### config.mk
export PLATFORM = sky130hd
export DESIGN_NAME = mvl_op_unit
export DESIGN_NICKNAME = d
export VERILOG_FILES = /design/src/rtl/mvl_pkg.sv /design/src/rtl/mvl_canon.sv /design/src/rtl/mvl_alu.sv /design/src/rtl/mvl_project.sv /design/src/rtl/mvl_op_unit.sv
export SDC_FILE = /design/constraint.sdc
export NUM_CORES = 1
export LEC_CHECK = 0
export CAP_MARGIN = 20
export CELL_PAD_IN_SITES_DETAIL_PLACEMENT = 1
export CELL_PAD_IN_SITES_GLOBAL_PLACEMENT = 1
export CORE_MARGIN = 2
export CORE_UTILIZATION = 40
export DETAILED_ROUTE_END_ITERATION = 7
export GPL_ROUTABILITY_DRIVEN = 0
export PLACE_DENSITY_LB_ADDON = 0.1
export SYNTH_ARGS = -nofsm -noshare
export SYNTH_HDL_FRONTEND = slang
export SYNTH_SLANG_ARGS = --single-unit
### constraint.sdc
create_clock -name clk_i -period 20.4 [get_ports clk_i]
set_input_delay 4.08 -clock clk_i [delete_from_list [all_inputs] [get_ports clk_i]]
set_output_delay 4.08 -clock clk_i [all_outputs]
set_load 0.01 [all_outputs]
### src/rtl/mvl_pkg.sv
`timescale 1ns/1ps
package mvl_pkg;

  typedef enum logic [1:0] {
    OP_INV = 2'b00,
    OP_AND = 2'b01,
    OP_OR  = 2'b10,
    OP_XOR = 2'b11
  } mvl_op_e;

  typedef enum logic [1:0] {
    TRI_FALSE = 2'b00,
    TRI_UNK   = 2'b01,
    TRI_TRUE  = 2'b10
  } mvl_tri_e;

endpackage

### src/rtl/mvl_canon.sv
`timescale 1ns/1ps
// Maps the one unbalanced two's-complement code onto minus infinity
// and reports an illegal zero.
module mvl_canon #(
  parameter int W = 8
) (
  input  logic signed [W-1:0] raw_i,
  output logic signed [W-1:0] val_o,
  output logic                zero_o
);
  localparam logic signed [W-1:0] POS_INF  = {1'b0, {(W-1){1'b1}}};
  localparam logic signed [W-1:0] NEG_INF  = -POS_INF;
  localparam logic signed [W-1:0] MIN_CODE = {1'b1, {(W-1){1'b0}}};

  always_comb begin
    val_o  = (raw_i == MIN_CODE) ? NEG_INF : raw_i;
    zero_o = (raw_i == '0);
  end
endmodule

### src/rtl/mvl_alu.sv
`timescale 1ns/1ps
// Combinational min / max / negate evaluator on canonical operands.
module mvl_alu
  import mvl_pkg::*;
#(
  parameter int W = 8
) (
  input  mvl_op_e             op_i,
  input  logic signed [W-1:0] a_i,
  input  logic signed [W-1:0] b_i,
  output logic signed [W-1:0] res_o
);
  logic signed [W-1:0] na, nb;
  logic signed [W-1:0] and_v, or_v, lo_ab, lo_ba, xor_v;

  function automatic logic signed [W-1:0] smin(input logic signed [W-1:0] x,
                                                input logic signed [W-1:0] y);
    return (x < y) ? x : y;
  endfunction

  function automatic logic signed [W-1:0] smax(input logic signed [W-1:0] x,
                                                input logic signed [W-1:0] y);
    return (x > y) ? x : y;
  endfunction

  always_comb begin
    na    = -a_i;
    nb    = -b_i;
    and_v = smin(a_i, b_i);
    or_v  = smax(a_i, b_i);
    lo_ab = smin(a_i, nb);
    lo_ba = smin(na, b_i);
    xor_v = smax(lo_ab, lo_ba);
    unique case (op_i)
      OP_INV:  res_o = na;
      OP_AND:  res_o = and_v;
      OP_OR:   res_o = or_v;
      default: res_o = xor_v;
    endcase
  end
endmodule

### src/rtl/mvl_project.sv
`timescale 1ns/1ps
// Boolean and threshold-based ternary views of a many-valued value.
module mvl_project
  import mvl_pkg::*;
#(
  parameter int W = 8
) (
  input  logic signed [W-1:0] val_i,
  input  logic [W-2:0]        thr_i,
  output logic                bool_o,
  output mvl_tri_e            tern_o
);
  logic signed [W-1:0] thr_pos, thr_neg;

  always_comb begin
    thr_pos = $signed({1'b0, thr_i});
    thr_neg = -thr_pos;
    bool_o  = (val_i > 0);
    if (val_i >= thr_pos)      tern_o = TRI_TRUE;
    else if (val_i <= thr_neg) tern_o = TRI_FALSE;
    else                       tern_o = TRI_UNK;
  end
endmodule

### src/rtl/mvl_op_unit.sv
`timescale 1ns/1ps
module mvl_op_unit
  import mvl_pkg::*;
#(
  parameter int W = 8
) (
  input  logic                clk_i,
  input  logic                rst_i,
  input  logic [1:0]          op_i,
  input  logic signed [W-1:0] a_i,
  input  logic signed [W-1:0] b_i,
  input  logic [W-2:0]        thr_i,
  output logic signed [W-1:0] res_o,
  output logic                bool_o,
  output logic [1:0]          tern_o,
  output logic                err_o
);
  localparam int NOPS = 2;
  localparam logic signed [W-1:0] POS_INF  = {1'b0, {(W-1){1'b1}}};
  localparam logic signed [W-1:0] NEG_INF  = -POS_INF;
  localparam logic signed [W-1:0] MIN_CODE = {1'b1, {(W-1){1'b0}}};

  logic signed [W-1:0] raw   [NOPS];
  logic signed [W-1:0] canon [NOPS];
  logic [NOPS-1:0]     zero;

  assign raw[0] = a_i;
  assign raw[1] = b_i;

  for (genvar g = 0; g < NOPS; g++) begin : g_canon
    mvl_canon #(.W(W)) canon_i (
      .raw_i (raw[g]),
      .val_o (canon[g]),
      .zero_o(zero[g])
    );
  end

  mvl_op_e             op_e;
  logic signed [W-1:0] alu_res;
  logic                proj_bool;
  mvl_tri_e            proj_tern;
  logic                bad;

  assign op_e = mvl_op_e'(op_i);
  assign bad  = zero[0] | ((op_e != OP_INV) & zero[1]);

  mvl_alu #(.W(W)) alu_i (
    .op_i (op_e),
    .a_i  (canon[0]),
    .b_i  (canon[1]),
    .res_o(alu_res)
  );

  mvl_project #(.W(W)) proj_i (
    .val_i (alu_res),
    .thr_i (thr_i),
    .bool_o(proj_bool),
    .tern_o(proj_tern)
  );

  always_ff @(posedge clk_i) begin
    if (rst_i) begin
      res_o  <= NEG_INF;
      bool_o <= 1'b0;
      tern_o <= TRI_FALSE;
      err_o  <= 1'b0;
    end else begin
      err_o <= bad;
      if (bad) begin
        res_o  <= NEG_INF;
        bool_o <= 1'b0;
        tern_o <= TRI_FALSE;
      end else begin
        res_o  <= alu_res;
        bool_o <= proj_bool;
        tern_o <= proj_tern;
      end
    end
  end

  function automatic logic signed [W-1:0] mag(input logic signed [W-1:0] x);
    return (x < 0) ? -x : x;
  endfunction

  AST_INV_NEGATES: assert property (@(posedge clk_i) disable iff (rst_i)
    (op_i == 2'b00 && a_i != 0 && a_i != MIN_CODE) |=> res_o == -$past(a_i));
  AST_AND_MIN: assert property (@(posedge clk_i) disable iff (rst_i)
    (op_i == 2'b01 && a_i != 0 && b_i != 0 && a_i != MIN_CODE && b_i != MIN_CODE)
      |=> (res_o <= $past(a_i) && res_o <= $past(b_i)));
  AST_OR_MAX: assert property (@(posedge clk_i) disable iff (rst_i)
    (op_i == 2'b10 && a_i != 0 && b_i != 0 && a_i != MIN_CODE && b_i != MIN_CODE)
      |=> (res_o >= $past(a_i) && res_o >= $past(b_i)));
  AST_XOR_MAG: assert property (@(posedge clk_i) disable iff (rst_i)
    (op_i == 2'b11 && a_i != 0 && b_i != 0 && a_i != MIN_CODE && b_i != MIN_CODE)
      |=> (mag(res_o) == ((mag($past(a_i)) < mag($past(b_i))) ? mag($past(a_i)) : mag($past(b_i)))));
  AST_INF_RANGE: assert property (@(posedge clk_i) disable iff (rst_i)
    res_o != MIN_CODE);
  AST_ERR_SAFE: assert property (@(posedge clk_i) disable iff (rst_i)
    err_o |-> (res_o == NEG_INF && !bool_o && tern_o == TRI_FALSE));
  AST_NO_ZERO: assert property (@(posedge clk_i) disable iff (rst_i)
    !err_o |-> res_o != 0);
  AST_BOOL_SIGN: assert property (@(posedge clk_i) disable iff (rst_i)
    bool_o == (res_o > 0));
  AST_TERN_CODE: assert property (@(posedge clk_i) disable iff (rst_i)
    tern_o != 2'b11);
endmodule

Word-level counts from Yosys, hierarchy flattened:

Cells that the tools add are included.

* add/subtract/negate cells: 3
* order comparisons: 8
* equality and inequality tests: 4
* muxes and demuxes: 10
* bitwise logic cells: 2
* reduce and logical (&&, ||, !) cells: 6

Operators by type and width (count)
* 8-bit 2-to-1 mux: 7
* 8-bit less-than comparator: 3
* 8-bit one-hot mux with 3 select lines: 1
* 8-bit == test (second input constant): 2
* 8-bit greater-than comparator: 2
* 8-bit zero test: 2
* 8-bit negator: 2
* 8-bit greater-or-equal comparator: 1
* 8-bit by 1-bit greater-than comparator with 1-bit output (second input constant): 1
* 8-bit <= comparator: 1
* 7-bit negator with 8-bit output: 1
* 3-bit OR reduction: 1
* 2-bit by 1-bit == test with 1-bit output (second input constant): 1
* 2-bit == test (second input constant): 1
* 2-bit zero test: 1
* 2-bit 2-to-1 mux: 1
* 2-bit nonzero test: 1
* 2-bit OR reduction: 1
* 1-bit bitwise AND: 1
* 1-bit 2-to-1 mux: 1
* 1-bit bitwise OR: 1

* register bits after elaboration: 12
* output and inout bits: 12

Logic depth before layout (Yosys ltp):

Gate-level depths: netlist (run 1).

* depth in word-level cells: 11
* mapped depth: 38
* gate-level depth less buffers: 36

By module:

A second synthesis (run 1) with hierarchy kept.

* cells, all modules: 377
* area, all modules: 2830.2 µm²

By module, submodules not included
* mvl_alu: times used 1, cells an instance 266, area an instance 1870.5 µm²
* mvl_project: times used 1, cells an instance 60, area an instance 484.2 µm²
* mvl_op_unit: times used 1, cells an instance 29, area an instance 352.8 µm²
* mvl_canon: times used 2, cells an instance 11, area an instance 61.3 µm²

Least setup slack after synthesis (run 1):

No wires, ideal clock.

* path kind: input to register
* start: input port b_i[2]
* end: register tern_o[0]
* data arrival time: 10.458 ns
* data required time: 20.321 ns
* path slack: 9.863 ns
* stages: 35
* buffers on the path: 2
* cell sequence: or4_1 nor4_1 a21oi_1 ha_1 nand3_1 nor3_1 xnor2_1 inv_1 ha_1 a21oi_1 o22a_1 o31a_1 mux2i_1 clkbuf_1 nor2_1 a21oi_1 inv_1 ha_1 nor2b_1 o21a_1 o21ai_0 maj3_2 o22ai_2 buf_4 o311ai_1 ha_1 nand2b_1 a21o_1 a21o_1 a21oi_1 nor2b_1 o21ai_0 or2b_2 a21o_2 a211oi_2

* longest elaborated chain between the ends: 10

RTL lines
* start: declaration: line mvl_op_unit.sv:11 `input logic signed [W-1:0] b_i,`
* 8-bit == test: line mvl_canon.sv:16 `val_o = (raw_i == MIN_CODE) ? NEG_INF : raw_i;`
* 8-bit 2-to-1 mux: line mvl_canon.sv:16
* 8-bit negator: line mvl_alu.sv:28 `nb = -b_i;`
* 8-bit less-than comparator: line mvl_alu.sv:18 `return (x < y) ? x : y;`
* 8-bit 2-to-1 mux: line mvl_alu.sv:18
* 8-bit greater-than comparator: line mvl_alu.sv:23 `return (x > y) ? x : y;`
* 8-bit 2-to-1 mux: line mvl_alu.sv:23
* 8-bit one-hot mux with 3 select lines: line mvl_alu.sv:34 `unique case (op_i)`
* 8-bit greater-or-equal comparator or 8-bit <= comparator (tied branches): line mvl_project.sv:19, mvl_project.sv:20
* 3-bit OR reduction (no source line) or 1-bit 2-to-1 mux (tied branches)
* end signal: assignment: line mvl_op_unit.sv:76 `tern_o <= proj_tern;`
* end: declaration: line mvl_op_unit.sv:15 `output logic [1:0] tern_o,`

Parallel ways exist; a longest one is shown, timed or not.
A chain may end at the register's enable or synchronous reset.

Final worst setup path (run 1):

* start: input port b_i[1]
* end: register tern_o[0]

The elaborated chain is that of the path after synthesis.

==> impl_metrics.yaml, run 1 <==
outcome:
  status: "completed"
setup_path:
  crit_path_start_kind: "input pin"
  cp-startpoint: "b_i[1]"
  cp_slowest_cell: "mux2i_1"
  cp_slowest_stage_delay_ns: 0.82
  worstPathRequired_ns: 20.57
  crit_type: "in2reg"
  arrival_ns: 12.36
  end_kind: "flip-flop"
  worstPathMaxFanout: 12
routing:
  drc: 0
  vias: 2416
  totalWireLength_um: 7434
  drt_iter0_markers: 130
  routed_via_density: 5.698
  ant_nets: 0
  wire_per_inst_um: 17.53
  dr.pass1.iters: 4
layout:
  seqCellArea_um2: 240.2
  multiInputGateArea_mm2: 0.001966
  layout_commonest_cell: "ha_1"
  final_cell_mix: "44 x ha_1, 38 x clkdlybuf4s50_1, 34 x inv_1"
  nNetsFinal: 421
  area_growth_syn_to_layout_pct: 17.36
  fill_cells: 746
  antenna_cells: 0
  final_layout_size_suffix_gt1_share_pct: 7.736
  design_area_mm2: 0.002875
clocking:
  htreeDepth: 1
  cts_max_path_buffers: 2
  cts_resized: 0
  path_clk_slew_ns: 0.05
  cts-hold-fix-buffers: 0
  cts_setup_buffers: 0
  numClockSinks: 12
  cts_root_buf: "clkbuf_8"
  tritoncts: "yes"
  cts_buffers: 3
synthesis:
  synth_edf_count: 0
  synth-async-reset-ratio_pct: 0
  synth_cell_types: 66
  synth.net_count: 394
  synthCells: 323
  ys_seq_area_share_pct: 9.806
  synth_warnings: 0
  ys.flop_type: "dfxtp_1"
  postSynthAreaPerCell_um2: 7.585
  syn_area_mm2: 0.002450
  ys_ff_latch: 12
timing:
  slew_headroom_pct: 27.29
  setup-violations-final: 0
  fmax_mhz: 82.05
  setup-tns-final_ns: 0
  hold_violations: 0
  finalMaxSlewViolations: 0
  grt_setup_unrepaired: "no"
  tightest_slew_ns: 1.060
  period_share_pct: 59.75
  fin_crit_ns: 12.19
floorplan:
  design.die.area_mm2: 0.006767
  io_pins: 39
  rows: 28
  die_w_um: 82.26
  die_y_um: 82.26
  initial_core_util_pct: 41.38
  coreArea_mm2: 0.005921
global_route:
  grt_max_degree: 15
  overflow: 0
  first_global_vias: 2363
  globalRouteTotalUtil_pct: 23.75
  grt_pass1_wl_um: 12290
  antenna_found_initial: 0
placement:
  dp.final_hpwl_um: 6248
  io_buffers: 38
  dpl_cell_area_mm2: 0.002820
min_path:
  hold_path_class: "in2reg"
  hold_path.startpoint: "rst_i"
power_and_ir_drop:
  peakVddDrop_mv: 0.03572
  pwr_density_cell_mw_per_mm2: 54.81
  p_leak_nw: 1.355
job:
  maxCapViolations: 0
==> sequential cells by signal, indices dropped and copies added, names as in the netlist <==
name / cells
tern_o: 2
res_o: 8
bool_o: 1
err_o: 1
==> logic make-up after synthesis <==
group	Yosys count	share of synthesized area, %
mux	22	9.754
fa+ha+maj	46	23.39
simple gates	105	22.22
buf+inv	53	9.959
compound gates	73	20.58
xor+xnor	12	4.290
flops	12	9.806
==> final timing paths <==
path | to | depth (start not counted) | slack, ns
worst min-delay path | err_o | 2 | 4.40
worst max-delay path | tern_o[0] | 35 | 8.21
==> cell usage after synthesis, drive strengths merged (4+ instances only) <==
cell type	number	area (um^2)
buf	5	48.79
nand2	27	101.4
nand3	6	30.03
nor3	6	30.03
a211oi	7	67.57
dfxtp	12	240.2
nor2b	7	43.79
nand2b	8	52.55
o21ai	14	70.07
inv	36	135.1
clkbuf	9	33.78
nand4	6	37.54
o22ai	4	31.28
ha	44	550.5
xnor2	9	78.83
mux2i	19	193.9
a21oi	21	108.9
nor2	27	103.9
a21o	6	46.30
==> final cells by class <==
cell class	instances	share of cell area [%]
Multi-Input combinational cell	258	68.36
Timing Repair Buffer	38	13.23
Sequential cell	12	8.355
Inverter	37	4.874
Tap cell	75	3.264
Clock buffer	4	1.915
==> worst max-delay path, delay by kind of cell <==
| kind | cells | cell delay, ns |
|---|---|---|
| multiplexers | 1 | 0.82 |
| XOR/XNOR | 1 | 0.14 |
| adder cells (fa/ha/maj) | 5 | 1.51 |
| buffers and inverters | 3 | 0.73 |
| AO/OA/AOI/OAI | 15 | 2.83 |
| AND/OR/NAND/NOR | 10 | 2.25 |
==> through the flow <==
stage | util [%] | setup slack (ns) | total power, mW | cells | hold slack (ns)
global placement | 47.63 | 8.242 | 0.1287 | 420 | 4.637
finish | 48.56 | 8.212 | 0.1576 | 424 | 4.402
floorplan | - | 9.863 | 0.1000 | 323 | 4.152
CTS | 48.56 | 8.324 | 0.1577 | 424 | 4.400
detailed placement | 47.63 | 8.082 | 0.1307 | 420 | 4.650
global route | 48.56 | 7.453 | 0.1724 | 424 | 4.429
==> per-layer routing <==
layer | global-route usage [%] | wire [um]
met1 | 34.71 | 3591
met2 | 38.95 | 3383
met3 | 2.391 | 410
met4 | 2.000 | 49
met5 | 0 | 0
==> power by group <==
group          switching [mW]  total, mW  internal, mW
clock network         0.00882     0.0259        0.0171
registers            0.000716     0.0273        0.0265
logic                  0.0578      0.104        0.0467
(Power assumes the default switching activity.)
==> inputs of run 2 (changes only) <==
Clock period 20.4 ns to 11.6 ns, I/O delays scaled along.
==> impl_metrics.yaml, run 2 (synthesized netlist as in run 1, its figures left out) <==
outcome:
  status: "completed"
floorplan:
  design.die.area_mm2: 0.006767
  initial_core_util_pct: 41.38
  die_y_um: 82.26
  coreArea_mm2: 0.005921
  die_w_um: 82.26
  rows: 28
  io_pins: 39
routing:
  dr.pass1.iters: 4
  drc: 0
  wire_per_inst_um: 17.72
  routed_via_density: 5.762
  ant_nets: 0
  vias: 2443
  drt_iter0_markers: 135
  totalWireLength_um: 7515
layout:
  fill_cells: 740
  largest_reg_flops: 8
  antenna_cells: 0
  multiInputGateArea_mm2: 0.001966
  final_layout_size_suffix_gt1_share_pct: 7.736
  seqCellArea_um2: 240.2
  final_cell_mix: "44 x ha_1, 38 x clkdlybuf4s50_1, 34 x inv_1"
  top_register: "res_o"
  layout_commonest_cell: "ha_1"
  largestRegisters: "res_o: 8 flops, tern_o: 2 flops"
  area_growth_syn_to_layout_pct: 17.36
  nNetsFinal: 421
setup_path:
  crit_path_start_kind: "input pin"
  worstPathMaxFanout: 12
  cp_slowest_cell: "mux2i_1"
  cp_slowest_stage_delay_ns: 0.83
  arrival_ns: 10.66
  worstPathRequired_ns: 11.76
  end_kind: "flip-flop"
  crit_type: "in2reg"
  crit_top_cell: "ha_1"
timing:
  setup_ws_ns: 1.096
  hold_violations: 0
  setup-tns-final_ns: 0
  fmax_mhz: 95.20
  fin_crit_ns: 10.50
  slew_headroom_pct: 27.66
  tightest_slew_ns: 1.055
  finalMaxSlewViolations: 0
  grt_setup_unrepaired: "no"
  period_share_pct: 90.55
  hold_ws_ns: 2.649
  setup-violations-final: 0
clocking:
  numClockSinks: 12
  htreeDepth: 1
  cts-hold-fix-buffers: 0
  cts_root_buf: "clkbuf_8"
  cts_resized: 0
  tritoncts: "yes"
  cts_buffers: 3
  path_clk_slew_ns: 0.05
  cts_max_path_buffers: 2
  cts_setup_buffers: 0
global_route:
  antenna_found_initial: 0
  globalRouteTotalUtil_pct: 22.83
  overflow: 0
  grt_pass1_wl_um: 11930
  grt_max_degree: 15
  first_global_vias: 2413
power_and_ir_drop:
  pwr_density_cell_mw_per_mm2: 96.20
  peakVddDrop_mv: 0.06888
  p_leak_nw: 1.355
placement:
  post-place-ws_ns: 1.021
  io_buffers: 38
  dp.final_hpwl_um: 6371
job:
  maxCapViolations: 0
min_path:
  hold_path_class: "in2reg"
==> run 2: cell counts in the layout (fill, tap and decap cells not counted) <==
Identical to the previous run, type by type.
==> run 2: where the power goes <==
part | total (mW) | switching [mW] | internal [mW]
combinational | 0.183 | 0.101 | 0.0820
clock | 0.0451 | 0.0152 | 0.0300
sequential | 0.0481 | 0.00143 | 0.0467
==> run 2: worst paths after layout <==
check,from,endpoint,slack [ns],depth (start not counted)
setup / recovery,b_i[1],tern_o[0],1.10,32
hold / removal,rst_i,err_o,2.65,2
==> run 2: final cells by class <==
class / count / area share [%]
Clock buffer: 4 / 1.915
Inverter: 37 / 4.874
Timing Repair Buffer: 38 / 13.23
Multi-Input combinational cell: 258 / 68.36
Sequential cell: 12 / 8.355
Tap cell: 75 / 3.264
==> run 2: metal layers <==
layer  GRT usage [%]  vias to the layer above  wire length [um]
met1           31.85                     1172              3666
met4           3.333                        0                78
met3           2.500                        4               353
met2           38.47                       68              3417
met5               0                        -                 0
li1                -                     1199                 -
==> run 2: stage by stage <==
step	total power, mW	utilization [%]	cell area [um^2]	std cells
after CTS	0.2777	48.56	2875	424
after floorplan	0.1759	-	2450	323
final	0.2766	48.56	2875	424
after global routing	0.3009	48.56	2875	424
after detailed placement	0.2310	47.63	2820	420
after global placement	0.2262	47.63	2820	420
==> run 2: critical path: cells and delay by family <==
family,cells,cell delay (ns)
XOR/XNOR,1,0.14
AND/OR/NAND/NOR,7,1.87
AO/OA/AOI/OAI,15,3.23
adder cells (fa/ha/maj),4,1.27
buffers and inverters,3,0.79
multiplexers,2,1.01
==> inputs of run 3 (changes only) <==
--- a/config.mk
+++ b/config.mk
@@ -18 +18,2 @@
 export SYNTH_SLANG_ARGS = --single-unit
+export TNS_END_PERCENT = 30
--- a/constraint.sdc
+++ b/constraint.sdc
@@ -3,2 +3,2 @@
 set_output_delay 2.32 -clock clk_i [all_outputs]
-set_load 0.01 [all_outputs]
+set_load 0.05 [all_outputs]
==> results of run 3 <==
Same layout as run 2 (identical final DEF). Status: completed.
Main changes from that run: total power 0.2766 mW -> 0.2927 mW; worst IR drop on VDD 0.06888 mV -> 0.08246 mV
